<file path="config.mk">
export PLATFORM = sky130hd
export DESIGN_NAME = sys_cfg_guard
export DESIGN_NICKNAME = d
export VERILOG_FILES = /design/src/rtl/sys_cfg_pkg.sv /design/src/rtl/cfg_window_guard.sv /design/src/rtl/cfg_store.sv /design/src/rtl/irq_sense.sv /design/src/rtl/sys_cfg_guard.sv
export SDC_FILE = /design/constraint.sdc
export NUM_CORES = 1
export LEC_CHECK = 0
export BUFFER_PORTS_ARGS = -buffer_cell sky130_fd_sc_hd__buf_2
export CAP_MARGIN = 25
export CORE_UTILIZATION = 44
export DETAILED_ROUTE_END_ITERATION = 10
export PLACE_DENSITY_LB_ADDON = 0.25
export RECOVER_POWER = 100
export REMOVE_ABC_BUFFERS = 1
export SETUP_SLACK_MARGIN = 0.3
export SLEW_MARGIN = 20
export SYNTH_ARGS = -nofsm -noshare
export SYNTH_HDL_FRONTEND = slang
export SYNTH_SLANG_ARGS = --single-unit
</file>
<file path="constraint.sdc">
create_clock -name clk -period 2.4 [get_ports clk]
set_input_delay 0.36 -clock clk [delete_from_list [all_inputs] [get_ports clk]]
set_output_delay 0.36 -clock clk [all_outputs]
set_load 0.01 [all_outputs]
</file>
<file path="src/rtl/sys_cfg_pkg.sv">
package sys_cfg_pkg;

  // Field order follows the bit positions (bit 7 first).
  typedef struct packed {
    logic       conv_pwr;
    logic       clk_rc;
    logic       irq_fall;
    logic       start_dly;
    logic       mon_en;
    logic       mon_fast;
    logic [1:0] rate;
  } cfg_word_t;

  localparam logic [7:0] CFG_RESET   = 8'h10;
  localparam logic [7:0] CFG_GUARDED = 8'h37;

  // New register value for a write: free bits always follow wdata,
  // guarded bits follow wdata only when the guard is open.
  function automatic logic [7:0] cfg_merge(input logic [7:0] cur,
                                           input logic [7:0] wdata,
                                           input logic       guard_open);
    logic [7:0] g_src;
    g_src = guard_open ? wdata : cur;
    return (wdata & ~CFG_GUARDED) | (g_src & CFG_GUARDED);
  endfunction

endpackage

</file>
<file path="src/rtl/cfg_window_guard.sv">
module cfg_window_guard #(
  parameter int WINDOW = 64
) (
  input  logic clk,
  input  logic rst_n,
  input  logic wr_hit,
  output logic win_open,
  output logic locked
);
  localparam int CNT_W = $clog2(WINDOW + 1);
  localparam logic [CNT_W-1:0] LIMIT = CNT_W'(WINDOW);

  logic [CNT_W-1:0] win_cnt;

  assign win_open = (win_cnt < LIMIT);

  always_ff @(posedge clk or negedge rst_n) begin
    if (!rst_n) begin
      win_cnt <= '0;
    end else if (win_open) begin
      win_cnt <= win_cnt + 1'b1;
    end
  end

  always_ff @(posedge clk or negedge rst_n) begin
    if (!rst_n) begin
      locked <= 1'b0;
    end else if (wr_hit && win_open) begin
      locked <= 1'b1;
    end
  end


  win_cnt_cap_chk: assert property (@(posedge clk) disable iff (!rst_n)
    win_cnt <= LIMIT);

  window_stays_shut_chk: assert property (@(posedge clk) disable iff (!rst_n)
    !win_open |=> !win_open);

  lock_sticky_chk: assert property (@(posedge clk) disable iff (!rst_n)
    locked |=> locked);

endmodule

</file>
<file path="src/rtl/cfg_store.sv">
module cfg_store
  import sys_cfg_pkg::*;
(
  input  logic       clk,
  input  logic       rst_n,
  input  logic       wr_hit,
  input  logic [7:0] wdata,
  input  logic       special_mode,
  input  logic       win_open,
  input  logic       locked,
  output logic [7:0] cfg_q
);
  logic guard_open;

  assign guard_open = special_mode | (win_open & ~locked);

  always_ff @(posedge clk or negedge rst_n) begin
    if (!rst_n) begin
      cfg_q <= CFG_RESET;
    end else if (wr_hit) begin
      cfg_q <= cfg_merge(cfg_q, wdata, guard_open);
    end
  end


  guard_closed_chk: assert property (@(posedge clk) disable iff (!rst_n)
    (!special_mode && !win_open) |=> ((cfg_q & CFG_GUARDED) == $past(cfg_q & CFG_GUARDED)));

  once_only_chk: assert property (@(posedge clk) disable iff (!rst_n)
    (!special_mode && locked) |=> ((cfg_q & CFG_GUARDED) == $past(cfg_q & CFG_GUARDED)));

  free_bits_chk: assert property (@(posedge clk) disable iff (!rst_n)
    wr_hit |=> ((cfg_q & ~CFG_GUARDED) == ($past(wdata) & ~CFG_GUARDED)));

  special_write_chk: assert property (@(posedge clk) disable iff (!rst_n)
    (wr_hit && special_mode) |=> (cfg_q == $past(wdata)));

endmodule

</file>
<file path="src/rtl/irq_sense.sv">
module irq_sense #(
  parameter int SYNC_STAGES = 2
) (
  input  logic clk,
  input  logic rst_n,
  input  logic pin_n,
  input  logic fall_mode,
  input  logic clr,
  output logic req
);
  logic [SYNC_STAGES-1:0] sync_q;
  logic                   prev_n;
  logic                   sync_n;
  logic                   fall_evt;
  logic                   edge_latch;

  assign sync_n   = sync_q[SYNC_STAGES-1];
  assign fall_evt = prev_n & ~sync_n;

  always_ff @(posedge clk or negedge rst_n) begin
    if (!rst_n) begin
      sync_q <= '1;
      prev_n <= 1'b1;
    end else begin
      sync_q <= {sync_q[SYNC_STAGES-2:0], pin_n};
      prev_n <= sync_n;
    end
  end

  always_ff @(posedge clk or negedge rst_n) begin
    if (!rst_n) begin
      edge_latch <= 1'b0;
    end else if (fall_evt && fall_mode) begin
      edge_latch <= 1'b1;
    end else if (clr) begin
      edge_latch <= 1'b0;
    end
  end

  assign req = fall_mode ? edge_latch : ~sync_n;


  edge_hold_chk: assert property (@(posedge clk) disable iff (!rst_n)
    (edge_latch && !clr) |=> edge_latch);

  edge_catch_chk: assert property (@(posedge clk) disable iff (!rst_n)
    (fall_evt && fall_mode) |=> edge_latch);

  edge_clear_chk: assert property (@(posedge clk) disable iff (!rst_n)
    (clr && !fall_evt) |=> !edge_latch);

endmodule

</file>
<file path="src/rtl/sys_cfg_guard.sv">
module sys_cfg_guard
  import sys_cfg_pkg::*;
#(
  parameter int WINDOW      = 64,
  parameter int SYNC_STAGES = 2
) (
  input  logic       clk,
  input  logic       rst_n,
  input  logic       special_mode,
  input  logic       bus_sel,
  input  logic       bus_wr,
  input  logic [7:0] bus_wdata,
  output logic [7:0] bus_rdata,
  input  logic       irq_pin_n,
  input  logic       irq_clr,
  output logic       conv_pwr_en,
  output logic       clk_src_rc,
  output logic       irq_fall_mode,
  output logic       startup_dly_req,
  output logic       osc_bypass,
  output logic       clkmon_en,
  output logic       clkmon_fast,
  output logic [1:0] rate_sel,
  output logic       irq_req
);
  logic       wr_hit;
  logic       win_open;
  logic       locked;
  logic [7:0] cfg_q;
  cfg_word_t  cfg_w;

  assign wr_hit = bus_sel & bus_wr;

  cfg_window_guard #(.WINDOW(WINDOW)) u_window (
    .clk      (clk),
    .rst_n    (rst_n),
    .wr_hit   (wr_hit),
    .win_open (win_open),
    .locked   (locked)
  );

  cfg_store u_store (
    .clk          (clk),
    .rst_n        (rst_n),
    .wr_hit       (wr_hit),
    .wdata        (bus_wdata),
    .special_mode (special_mode),
    .win_open     (win_open),
    .locked       (locked),
    .cfg_q        (cfg_q)
  );

  assign cfg_w           = cfg_word_t'(cfg_q);
  assign bus_rdata       = cfg_q;
  assign conv_pwr_en     = cfg_w.conv_pwr;
  assign clk_src_rc      = cfg_w.clk_rc;
  assign irq_fall_mode   = cfg_w.irq_fall;
  assign startup_dly_req = cfg_w.start_dly;
  assign osc_bypass      = ~cfg_w.start_dly;
  assign clkmon_en       = cfg_w.mon_en;
  assign clkmon_fast     = cfg_w.mon_fast;
  assign rate_sel        = cfg_w.rate;

  irq_sense #(.SYNC_STAGES(SYNC_STAGES)) u_irq (
    .clk       (clk),
    .rst_n     (rst_n),
    .pin_n     (irq_pin_n),
    .fall_mode (cfg_w.irq_fall),
    .clr       (irq_clr),
    .req       (irq_req)
  );


  dly_pair_chk: assert property (@(posedge clk) disable iff (!rst_n)
    startup_dly_req != osc_bypass);

  no_sel_no_change_chk: assert property (@(posedge clk) disable iff (!rst_n)
    !bus_sel |=> $stable(bus_rdata));

endmodule

</file>
# ---- Yosys cells after proc, flatten, opt, wreduce, memory -nomap -nowiden
# Cells that the tools add are included.
dict set report classes {
  n_bitwise 8
  order_cmp 1
  n_reduce_logical 3
  n_addsub 1
  mux 4
}
# operator n
set op_table {}
lappend op_table {{8-bit by 6-bit bitwise OR with 8-bit output} 1}
lappend op_table {{7-bit by 1-bit adder with 7-bit output, second input constant} 1}
lappend op_table {{7-bit < comparator, second input constant} 1}
lappend op_table {{6-bit two-way mux} 1}
lappend op_table {{1-bit bitwise AND} 3}
lappend op_table {{1-bit two-way mux} 3}
lappend op_table {{1-bit inverter} 3}
lappend op_table {{1-bit logical AND} 2}
lappend op_table {{2-bit nonzero test} 1}
lappend op_table {{1-bit bitwise OR} 1}
dict set report word_totals {
  wordCells 23
  ff_bits 20
  in_bits 15
  output_inout_bits 18
}

# ---- Longest topological paths before layout
dict set report logic_depth {
  depth_word 5
  ltp_mapped 4
  ltp_nobuf 3
}

# ---- Modules after synthesis
# A second synthesis with hierarchy kept.
dict set report unflattened {
  hier_cells 61
  hier_area_um2 857.1
}
# mod cells_each instances seq_area_each_um2 area_per_inst_um2
set modules_own_cells {}
lappend modules_own_cells {cfg_window_guard 24 1 200.2 332.8}
lappend modules_own_cells {cfg_store 18 1 201.4 321.6}
lappend modules_own_cells {irq_sense 9 1 103.8 132.6}
lappend modules_own_cells {sys_cfg_guard 10 1 0.0 70.1}

# ---- Worst setup path after synthesis
# Ideal clock, no wire load.
dict set report synth_path {
  path_type {register -> register}
  from {register u_window.win_cnt[6]}
  to {register (tool-made name)}
  path_stages_with_launch 5
  t_required_ps 2275
  synth_period_minus_slack_ps 1111
  n_path_buf 1
  path_slack_ps 1289
  arrival_time_ps 986
  setup_time_ps 125
  cell_sequence {dfrtp_1 -> buf_6 -> nor2_4 -> o21bai_4 -> mux2_4}
}
# item line
set synth_lines {}
lappend synth_lines {{start, declared} cfg_window_guard.sv:13} ;# logic [CNT_W-1:0] win_cnt;
lappend synth_lines {{start signal, assigned} cfg_window_guard.sv:21} ;# win_cnt <= win_cnt + 1'b1;

==> results.json <==
{
  "drt-pass1-iter-count": 4,
  "drc": 0,
  "max_freq_ghz": 0.6588,
  "viasPerCell": 4.570,
  "grt_pass1_vias": 442,
  "grtUsageTotal": 0.1353,
  "finClkSkew_ns": 0.007956,
  "wl_per_cell_um": 10.73,
  "hold_violations": 0,
  "synthTopCellsByArea": "dfrtp_1 46%, dfstp_2 12%, mux2_4 8.7%, buf_4 6.9%, mux2_2 5.2%",
  "critPathRequiredTime_ns": 2.60,
  "port_buffers": 32,
  "cp.arrival_ns": 1.72,
  "cts_buffers": 3,
  "grt_max_degree": 21,
  "crit_fanout": 8,
  "ys_seq_area_frac": 0.5830,
  "leakage_nw": 0.4287,
  "syn_inst": 61,
  "antenna_found_initial": 0,
  "initialDrtViolationCount": 3,
  "fp.coreArea_sq_mm": 0.001783,
  "layout-drive-gt1-share": 0.3371,
  "startpoint_type": "flop",
  "hold_slack_ns": 0.1431,
  "place_ws_ns": 1.154,
  "setup_tns_ns": 0,
  "cts_max_path_buffers": 2,
  "cts.sinks": 20,
  "ctsHtreeMaxLevel": 1,
  "synth.most_common_cell": "dfrtp_1",
  "status": "finished clean",
  "grt_first_pass_wirelength_um": 1883,
  "synth.distinct_cells": 21,
  "hold_buffers": 1,
  "post_cts_resized": 0,
  "die_width_um": 46.39,
  "row_count": 15,
  "async_flop_share": 1.000,
  "maxCapViolCount": 0,
  "ys.flop_type": "dfrtp_1",
  "synth_top_area_frac": 0.4618,
  "clkLatencyLatePin_ns": 0.30,
  "ant_nets": 0,
  "postPlaceCellArea_sq_um": 987.2,
  "ir_worst_vdd_v": 0.0003986,
  "endpoint_kind": "flop",
  "fin_crit_sh": 0.6325,
  "fin_crit_ns": 1.518,
  "routabilityCongestion": 0.6074,
  "finish.instance_area_sq_mm": 0.001001,
  "syn_area_sq_um": 867.1,
  "gr-total-overflow": 0,
  "power_density_mw_per_mm2": 780.6,
  "relSlewSlack": 0.3477,
  "worst_pin_slew_ns": 0.9785,
  "synth.avg_cell_area_sq_um": 14.21,
  "worstSetupPathType": "flop to flop",
  "ioPinCount": 33,
  "hpwl_um": 918.1,
  "synth_top_area_cell": "dfrtp_1",
  "rsz0062_at_grt": "false",
  "setup_viol": 0,
  "die_area_sq_mm": 0.002152,
  "worstHoldPathType": "primary input to flop",
  "cts_tree": "built",
  "start_util": 0.4863,
  "ys_warn_count": 0,
  "syn_to_final_growth_pct": 15.44,
  "path_clk_slew_ns": 0.11,
  "dieHeight_um": 46.39,
  "synth_edf_count": 0,
  "setup_ws_ns": 0.8820,
  "fin_nets": 106,
  "post_cts_buffers": 0,
  "clk_root_buffer_cell": "clkbuf_4",
  "vias": 521,
  "drt_wl_total_um": 1223,
  "synth_common_cells": "16 x dfrtp_1, 8 x buf_4, 5 x mux2_4",
  "n_antenna_cell": 0,
  "finalMaxSlewViolations": 0,
  "synth_seq_cells": 20
}
[worst max-delay path, stage by stage, from the launching register on]
cell	delay [ns]
dfrtp_1	0.52
nor2_4	0.06
o21bai_1	0.43
mux2_2	0.39
[final timing paths]
kind,cells past startpoint,slack [ns],endpoint,start
min in group asynchronous,2,0.72,asynchronous set/reset pin,rst_n
worst max-delay path,3,0.88,flop,u_window.win_cnt[6]
worst max register to register,3,0.88,flop,u_window.win_cnt[6]
worst min-delay path,1,0.14,u_irq.sync_q[0],irq_pin_n
max in group asynchronous,2,1.08,u_window.win_cnt[3],rst_n
worst min register to register,0,0.37,u_irq.sync_q[1],u_irq.sync_q[0]
[final cells by class]
cell class                 count  area [sq um]
fill                         163         782.0
multi-input combinational     30         256.5
inverter                       2         7.507
sequential                    20         505.5
clock buffer                   3         22.52
timing repair buffer          33         147.6
clock inverter                 1         30.03
tap                           25         31.28
[cells in the final DEF (no fill, tap or decap), drive strengths merged]
| cell | netlist | layout |
|---|---|---|
| bufinv | 0 | 1 |
| clkbuf | 0 | 21 |
| nand2b | 1 | 1 |
| o21ai | 1 | 1 |
| nor2 | 2 | 2 |
| nand2 | 4 | 4 |
| xor2 | 1 | 1 |
| nand3 | 1 | 1 |
| o22ai | 1 | 1 |
| dfstp | 4 | 4 |
| ha | 1 | 1 |
| buf | 9 | 14 |
| xnor2 | 4 | 4 |
| dlygate4sd3 | 0 | 1 |
| mux2 | 9 | 9 |
| nand4b | 2 | 2 |
| o21bai | 3 | 3 |
| inv | 2 | 2 |
| dfrtp | 16 | 16 |
[cell families (layout without fill, tap and decap cells)]
logic type	count (synthesis)	in the layout	synth area share
xor+xnor	5	5	0.05050
flops	20	20	0.5830
simple gates	10	10	0.07071
fa+ha+maj	1	1	0.01443
compound gates	5	5	0.05194
buf+inv	11	39	0.09091
mux	9	9	0.1385
[routing by layer]
metal	part of all wire	vias to the layer above	global-route usage
met2	0.46	21	0.2000
li1	-	254	-
met4	0.038	0	0.1235
met5	0	-	0
met3	0.058	5	0.03529
met1	0.44	241	0.1582
[through the flow]
| step | util | power, mW | cells |
|---|---|---|---|
| after floorplan | - | 0.4692 | 52 |
| after CTS | 0.5888 | 0.8197 | 114 |
| after global placement | 0.5537 | 0.5421 | 109 |
| final | 0.5614 | 0.7814 | 114 |
| after detailed placement | 0.5537 | 0.5447 | 109 |
| after global routing | 0.5614 | 0.8214 | 114 |
[power by group]
group | internal, mW | switching (mW) | total [mW]
combinational | 0.0548 | 0.0666 | 0.121
clock | 0.169 | 0.101 | 0.270
sequential | 0.369 | 0.0216 | 0.390
total | 0.593 | 0.189 | 0.781
Power figures use the tool's default switching activity.
